`src/rtl/tacc_pkg.sv`:
```
package tacc_pkg;
  typedef enum logic [1:0] {
    MODE_SKIP = 2'd0,
    MODE_ADD  = 2'd1,
    MODE_SUB  = 2'd2
  } tacc_mode_e;

  // 00 zero, 01 plus one, 11 minus one, 10 illegal -> zero
  function automatic tacc_mode_e decode_code(input logic [1:0] code);
    unique case (code)
      2'b01:   decode_code = MODE_ADD;
      2'b11:   decode_code = MODE_SUB;
      default: decode_code = MODE_SKIP;
    endcase
  endfunction
endpackage

```
`src/rtl/tacc_wdecode.sv`:
```
module tacc_wdecode #(
  parameter int NUM_COLS = 4
) (
  input  logic [2*NUM_COLS-1:0] wgt_fwd_i,
  input  logic [2*NUM_COLS-1:0] wgt_rev_i,
  input  logic                  dir_i,
  output logic [NUM_COLS-1:0]   add_o,
  output logic [NUM_COLS-1:0]   sub_o,
  output logic                  active_o
);
  import tacc_pkg::*;

  for (genvar c = 0; c < NUM_COLS; c++) begin : g_col
    logic [1:0] code;
    tacc_mode_e mode;
    assign code     = dir_i ? wgt_rev_i[2*c +: 2] : wgt_fwd_i[2*c +: 2];
    assign mode     = decode_code(code);
    assign add_o[c] = (mode == MODE_ADD);
    assign sub_o[c] = (mode == MODE_SUB);
  end

  assign active_o = |(add_o | sub_o);
endmodule

```
`src/rtl/tacc_term.sv`:
```
module tacc_term #(
  parameter int NUM_COLS = 4,
  parameter int ACT_W    = 4,
  localparam int TERM_W  = ACT_W + 1
) (
  input  logic [ACT_W-1:0]           act_i,
  input  logic [NUM_COLS-1:0]        add_i,
  input  logic [NUM_COLS-1:0]        sub_i,
  output logic [NUM_COLS*TERM_W-1:0] terms_o
);
  logic [TERM_W-1:0] act_pos;
  logic [TERM_W-1:0] act_neg;

  assign act_pos = {1'b0, act_i};
  assign act_neg = ~act_pos + TERM_W'(1);  // two's complement, no subtractor

  for (genvar c = 0; c < NUM_COLS; c++) begin : g_col
    always_comb begin
      terms_o[c*TERM_W +: TERM_W] = '0;
      if (add_i[c])      terms_o[c*TERM_W +: TERM_W] = act_pos;
      else if (sub_i[c]) terms_o[c*TERM_W +: TERM_W] = act_neg;
    end
  end
endmodule

```
`src/rtl/tacc_group_sum.sv`:
```
module tacc_group_sum #(
  parameter int NUM_COLS = 4,
  parameter int TERM_W   = 5,
  localparam int GSUM_W  = TERM_W + $clog2(NUM_COLS)
) (
  input  logic [NUM_COLS*TERM_W-1:0] terms_i,
  output logic signed [GSUM_W-1:0]   gsum_o
);
  always_comb begin
    logic signed [TERM_W-1:0] t;
    gsum_o = '0;
    for (int c = 0; c < NUM_COLS; c++) begin
      t      = terms_i[c*TERM_W +: TERM_W];
      gsum_o = gsum_o + GSUM_W'(t);
    end
  end
endmodule

```
`src/rtl/tacc_acc_reg.sv`:
```
module tacc_acc_reg #(
  parameter int GSUM_W = 7,
  parameter int ACC_W  = 13
) (
  input  logic                     clk_i,
  input  logic                     rst_ni,
  input  logic                     beat_i,
  input  logic                     last_i,
  input  logic                     active_i,
  input  logic signed [GSUM_W-1:0] gsum_i,
  output logic signed [ACC_W-1:0]  acc_o,
  output logic signed [ACC_W-1:0]  psum_o,
  output logic                     psum_valid_o
);
  logic signed [ACC_W-1:0] acc_q;
  logic signed [ACC_W-1:0] acc_sum;
  logic                    close_slice;
  logic                    acc_en;

  assign acc_sum     = acc_q + ACC_W'(gsum_i);
  assign close_slice = beat_i && last_i;
  // skip beats leave the register gated off
  assign acc_en      = close_slice || (beat_i && active_i);

  always_ff @(posedge clk_i or negedge rst_ni) begin
    if (!rst_ni)         acc_q <= '0;
    else if (acc_en)     acc_q <= close_slice ? '0 : acc_sum;
  end

  always_ff @(posedge clk_i or negedge rst_ni) begin
    if (!rst_ni) begin
      psum_o       <= '0;
      psum_valid_o <= 1'b0;
    end else begin
      psum_valid_o <= close_slice;
      if (close_slice) psum_o <= acc_sum;
    end
  end

  assign acc_o = acc_q;
endmodule

```
`src/rtl/tacc_local_unit.sv`:
```
module tacc_local_unit #(
  parameter int NUM_COLS  = 4,
  parameter int ACT_W     = 4,
  parameter int MAX_SLICE = 64,
  localparam int TERM_W   = ACT_W + 1,
  localparam int GSUM_W   = TERM_W + $clog2(NUM_COLS),
  localparam int ACC_W    = $clog2(MAX_SLICE * NUM_COLS * (2**ACT_W - 1) + 1) + 1
) (
  input  logic                    clk_i,
  input  logic                    rst_ni,
  input  logic                    beat_i,
  input  logic [ACT_W-1:0]        act_i,
  input  logic [2*NUM_COLS-1:0]   wgt_fwd_i,
  input  logic [2*NUM_COLS-1:0]   wgt_rev_i,
  input  logic                    dir_i,
  input  logic                    last_i,
  output logic signed [ACC_W-1:0] psum_o,
  output logic                    psum_valid_o
);
  logic [NUM_COLS-1:0]        add_sel;
  logic [NUM_COLS-1:0]        sub_sel;
  logic                       any_active;
  logic [NUM_COLS*TERM_W-1:0] terms;
  logic signed [GSUM_W-1:0]   gsum;
  logic signed [ACC_W-1:0]    acc_q;

  tacc_wdecode #(.NUM_COLS(NUM_COLS)) u_dec (
    .wgt_fwd_i (wgt_fwd_i),
    .wgt_rev_i (wgt_rev_i),
    .dir_i     (dir_i),
    .add_o     (add_sel),
    .sub_o     (sub_sel),
    .active_o  (any_active)
  );

  tacc_term #(.NUM_COLS(NUM_COLS), .ACT_W(ACT_W)) u_term (
    .act_i   (act_i),
    .add_i   (add_sel),
    .sub_i   (sub_sel),
    .terms_o (terms)
  );

  tacc_group_sum #(.NUM_COLS(NUM_COLS), .TERM_W(TERM_W)) u_sum (
    .terms_i (terms),
    .gsum_o  (gsum)
  );

  tacc_acc_reg #(.GSUM_W(GSUM_W), .ACC_W(ACC_W)) u_acc (
    .clk_i        (clk_i),
    .rst_ni       (rst_ni),
    .beat_i       (beat_i),
    .last_i       (last_i),
    .active_i     (any_active),
    .gsum_i       (gsum),
    .acc_o        (acc_q),
    .psum_o       (psum_o),
    .psum_valid_o (psum_valid_o)
  );
endmodule

```
`config.mk`:
```
export PLATFORM = sky130hd
export DESIGN_NAME = tacc_local_unit
export DESIGN_NICKNAME = d
export VERILOG_FILES = /design/src/rtl/tacc_pkg.sv /design/src/rtl/tacc_wdecode.sv /design/src/rtl/tacc_term.sv /design/src/rtl/tacc_group_sum.sv /design/src/rtl/tacc_acc_reg.sv /design/src/rtl/tacc_local_unit.sv
export SDC_FILE = /design/constraint.sdc
export NUM_CORES = 1
export LEC_CHECK = 0
export BUFFER_PORTS_ARGS = -buffer_cell sky130_fd_sc_hd__buf_2
export CAP_MARGIN = 20
export CORE_ASPECT_RATIO = 1.5
export CORE_UTILIZATION = 57
export CTS_CLUSTER_SIZE = 24
export DETAILED_ROUTE_END_ITERATION = 8
export PLACE_DENSITY = 0.91
export SYNTH_ARGS = -nofsm -noshare
export SYNTH_HDL_FRONTEND = slang
export SYNTH_SLANG_ARGS = --single-unit
```
`constraint.sdc`:
```
create_clock -name clk_i -period 3.12 [get_ports clk_i]
set_input_delay 0.468 -clock clk_i [delete_from_list [all_inputs] [get_ports clk_i]]
set_output_delay 0.468 -clock clk_i [all_outputs]
set_load 0.03 [all_outputs]
```
# After elaboration in Yosys (flattened, before gate mapping)
# Cells that the tools add are included.
# word_totals
register_bits	27
in_bits	25
out_inout_bits	14
wordCells	47
# classes
n_addsub	5
eq_ne	16
muxes	17
n_bitwise	2
n_reduce_logical	4
# op_table
operator	count
5-bit two-way mux	8
2-bit by 1-bit == test with 1-bit output, second input constant	8
2-bit == test, second input constant	8
2-bit one-hot mux with 2 select lines	4
13-bit by 7-bit adder with 13-bit output	1
13-bit two-way mux	1
2-bit two-way mux	4
6-bit by 5-bit adder with 7-bit output	1
7-bit by 5-bit adder with 7-bit output	1
5-bit by 5-bit adder with 6-bit output	1
5-bit by 1-bit adder with 5-bit output, second input constant	1
4-bit inverter with 5-bit output	1
4-bit OR	1
4-bit OR reduction	1
1-bit logical AND	2
1-bit logical OR	1

# Longest topological paths before layout
# logic_depth
depth_word	11
mapped_depth	16
ltp_nobuf	16

# By module
# From an unflattened synthesis, not the netlist that was laid out.
# hier_totals
cells_unflattened	257
area_unflattened_um2	2374.8
# by_module_without_submodules
module	instances	cells_per_inst	area_per_inst_um2	seq_area_each_um2
tacc_acc_reg	1	133	1487.7	675.6
tacc_group_sum	1	44	451.7	0.0
tacc_term	1	52	285.3	0.0
tacc_wdecode	1	28	150.1	0.0

# Worst setup path before layout
# OpenSTA, ideal clock, no wires.
# synth_path
kind	input port to flip-flop
startpoint	input act_i[0]
endpoint	register u_acc.psum_o[11]
setup_ns	0.125
t_arrival_ns	4.823
t_required_ns	2.995
slack_ns	-1.828
path_stages	16
n_path_buf	0
cell_sequence	inv_1 -> ha_1 -> nor3b_1 -> or3_1 -> fa_1 -> inv_1 -> fa_1 -> inv_1 -> fa_1 -> inv_1 -> ha_1 -> a21o_1 -> a221oi_2 -> o211ai_1 -> xor2_1 -> mux2_2
# synth_via
elab_chain_cells	8
word_cells_on_any_way	14
classes_between	add/sub (5); mux (8); bitwise (1)
# synth_rtl
element	line	source
start: declaration	tacc_local_unit.sv:12	input logic [ACT_W-1:0] act_i,
4-bit inverter with 5-bit output	tacc_term.sv:15	assign act_neg = ~act_pos + TERM_W'(1);
5-bit by 1-bit adder with 5-bit output	tacc_term.sv:15	
5-bit two-way mux	tacc_term.sv:21	else if (sub_i[c]) terms_o[c*TERM_W +: TERM_W] = act_neg;
5-bit two-way mux	tacc_term.sv:20	if (add_i[c]) terms_o[c*TERM_W +: TERM_W] = act_pos;
5-bit by 5-bit adder with 6-bit output	tacc_group_sum.sv:14	gsum_o = gsum_o + GSUM_W'(t);
6-bit by 5-bit adder with 7-bit output	tacc_group_sum.sv:14	
7-bit by 5-bit adder with 7-bit output *	tacc_group_sum.sv:14	
13-bit by 7-bit adder with 13-bit output *	tacc_acc_reg.sv:20	assign acc_sum = acc_q + ACC_W'(gsum_i);
end signal: assignment	tacc_acc_reg.sv:36	if (close_slice) psum_o <= acc_sum;
end: declaration	tacc_acc_reg.sv:12	output logic signed [ACC_W-1:0] psum_o,
# Mark *: on every way between the ends. The rest lies on a longest branch, timed or not.
# A chain may end at the register's enable or synchronous reset.

# Worst setup path after layout
# layout_path
startpoint	input act_i[1]
endpoint	register u_acc.acc_q[6], in the netlist u_acc.acc_o[6]
# layout_via
elab_chain_cells	9
word_cells_on_any_way	15
classes_between	add/sub (5); mux (9); bitwise (1)
# layout_rtl
element	line	source
4-bit inverter with 5-bit output	tacc_term.sv:15	
5-bit by 1-bit adder with 5-bit output	tacc_term.sv:15	
5-bit two-way mux	tacc_term.sv:21	
5-bit two-way mux	tacc_term.sv:20	
5-bit by 5-bit adder with 6-bit output	tacc_group_sum.sv:14	
6-bit by 5-bit adder with 7-bit output	tacc_group_sum.sv:14	
7-bit by 5-bit adder with 7-bit output *	tacc_group_sum.sv:14	
13-bit by 7-bit adder with 13-bit output *	tacc_acc_reg.sv:20	
13-bit two-way mux *	tacc_acc_reg.sv:27	else if (acc_en) acc_q <= close_slice ? '0 : acc_sum;
end signal: assignment	tacc_acc_reg.sv:27	
end: declaration	tacc_acc_reg.sv:15	logic signed [ACC_W-1:0] acc_q;
# Marked as above.

==> results.ini <==
[worst_setup_path]
worstSetupEndpointType = flop
arrival_ps = 4630
worstPathMaxFanout = 6
critical_path_class = in2reg
reg2reg_depth = 10
path_delay_family = adder cells
worst_path_max_delay_cell = fa_1
crit_path_start_kind = input port
cp.required_ps = 3280
crit_path_start = act_i[1]
cp.buffers_inverters = 8
timing.critical_path.cells = buf_12, inv_12, ha_4, buf_6, o21ai_0, a21oi_4, fa_1, fa_1, inv_1, fa_1, inv_2, buf_6, ha_4, a21o_1, nand4_1, buf_4, buf_4, nand2_4, xnor2_4, o31ai_2
cp.depth = 20
critPathMaxStageDelay_ps = 560
path_common_cell = fa_1
timing.rr.start = u_acc.acc_o[1]

[global_routing]
grt_max_degree = 28
gr-usage-all-layers_pct = 37.1
antenna_found_initial = 0
grt_pass1_vias = 2724
grt_pass1_wl_um = 13100
gr-total-overflow = 0

[die]
fp.dieArea_um2 = 4650
core_area_um2 = 4210
die_y_um = 83.0
start_util_pct = 59.3
num_rows = 29
ios = 39
die_w_um = 56.0

[yosys]
synth_edf_count = 0
synth_seq_cells = 27
ys_seq_area_share_pct = 27.1
synth_top_area_share_pct = 27.1
syn-num-nets = 320
ys_top_cells_by_area = dfrtp_1 27%, fa_1 18%, ha_1 7.5%
yosys.area.top_type = dfrtp_1
syn_inst = 258
syn_area_um2 = 2490
syn_avg_cell_area_um2 = 9.67
synth.distinct_cells = 43
synth_ff_type = dfrtp_1
synth-async-reset-ratio_pct = 100
yosysWarningCount = 0

[timing]
worst_pin_slew_ps = 686
setup_tns_ps = -23770
fin_crit_sh_pct = 143
slew_headroom_pct = 54.2
hold_ws_ps = 175
setup_viol = 23
finClkSkew_ps = 7.28
rsz0062_at_grt = true
fin_crit_ps = 4470
setup_slack_ps = -1350
finalHoldViolCount = 0
slew_violations = 0
fmax_ghz = 0.224

[clock_tree]
holdBufCountCts = 0
numCtsBuffers = 3
path_clk_slew_ps = 100
htree_levels = 1
cts-root-buf = clkbuf_8
clock_latency_ps = 290
clock-sinks = 27
cts_tree = built
clock_path_buffers = 2

[final_layout]
layout_commonest_cell = buf_4
area_growth_pct = 50.7
layout-drive-gt1-share_pct = 49.0
diodes = 0
final_cell_mix = 50 x buf_4, 35 x buf_2, 27 x dfrtp_1, 24 x inv_1, 24 x nand2_1
final_net_count = 416

[routing]
routed.top_layer = met4
ant_nets = 0
met1Wirelength_um = 3080
drcViolationCount = 0
drt_first_iter_violations = 176
met2_length_um = 4990
wirelength_um = 9490
via_count = 2612
first_pass_iters = 5
wire_per_inst_um = 23.8
vias_per_cell = 6.55
route.met3.wl_um = 560

[flow_run]
cap_violations = 0

[place]
port_buffers = 38
dpl.hpwl_um = 5140
gp_congestion = 0.883

[outcome]
run_status = complete, but fails checks
failed_checks = setup timing

[pwr]
ir_drop_uv = 1120
p_leak_uw = 0.00173
p_per_area_nw_per_um2 = 1220

[min_path]
holdCritPathClass = in2async

state kept, by name, summed over array words and instances, names as in the netlist:
register,cells
u_acc.psum_o,13
u_acc.acc_o,13
u_acc.psum_valid_o,1
kinds of logic (layout without fill, tap and decap cells):
kind of cell / count (synthesis) / in the layout / share of synthesized area, %
adders and majority gates: 37 / 37 / 25.2
DFF: 27 / 27 / 27.1
and+or+nand+nor: 71 / 71 / 14.8
muxes: 17 / 17 / 8.07
buffers and inverters: 38 / 133 / 6.12
xor gates and xnor gates: 9 / 9 / 3.16
AOI/OAI and AO/OA: 59 / 59 / 15.5
report_power, final:
group / internal, uW / switching, uW
clock network: 94.2 / 125
logic: 1730 / 2010
registers: 505 / 119
total: 2330 / 2250
cell type report:
cell class | count | area [um^2]
multi-input combinational | 193 | 2100
inverter | 31 | 141
clock inverter | 1 | 8.76
clock buffer | 3 | 41.3
fill | 188 | 449
tap | 46 | 57.6
sequential | 27 | 676
timing repair buffer | 98 | 732
timing repair:
action | in CTS | in global routing
buffers inserted | 9 | 8
setup endpoints to repair | 24 | 24
pin swaps | 33 | 24
resized for setup | 40 | 29
final timing paths:
check	end	slack, ps
max	u_acc.acc_o[6]	-1350
min	u_acc.psum_o[9]	180
max reg2reg	u_acc.psum_o[11]	280
min reg2reg	u_acc.psum_o[3]	510
max in group asynchronous	u_acc.acc_o[2]	2540
min in group clk_i	u_acc.psum_o[3]	510
routing by layer:
metal | GRT usage (%) | vias up
met2 | 67.5 | 187
met4 | 27.1 | 0
met5 | 0 | -
li1 | - | 1086
met3 | 7.01 | 81
met1 | 35.8 | 1258
synth_stat cells, types with 3 or more instances:
cell / count
o31ai_1: 5
nand2_1: 25
mux2_2: 5
nor3_1: 4
nand2b_1: 6
nor2_1: 7
xnor2_1: 3
xor2_1: 6
o21ai_1: 9
ha_1: 15
a21oi_1: 15
dfrtp_1: 27
nand3_1: 3
fa_1: 22
a21o_1: 4
o21ai_0: 11
o211ai_1: 4
or3_1: 13
inv_1: 31
clkbuf_1: 4
mux2i_1: 10
metrics by stage:
step                std cells  cell area (um^2)  util, %  setup slack [ps]  total power (uW)
finish                    399              3760     89.3             -1350              4580
global route              399              3760     89.3             -1490              4770
CTS                       393              3560     84.5             -1230              3910
detailed placement        381              3250     77.3             -1760              3180
global placement          381              3250     77.3             -1660              3050
floorplan                 258              2690        -             -1380              2290
(Power assumes the default switching activity.)
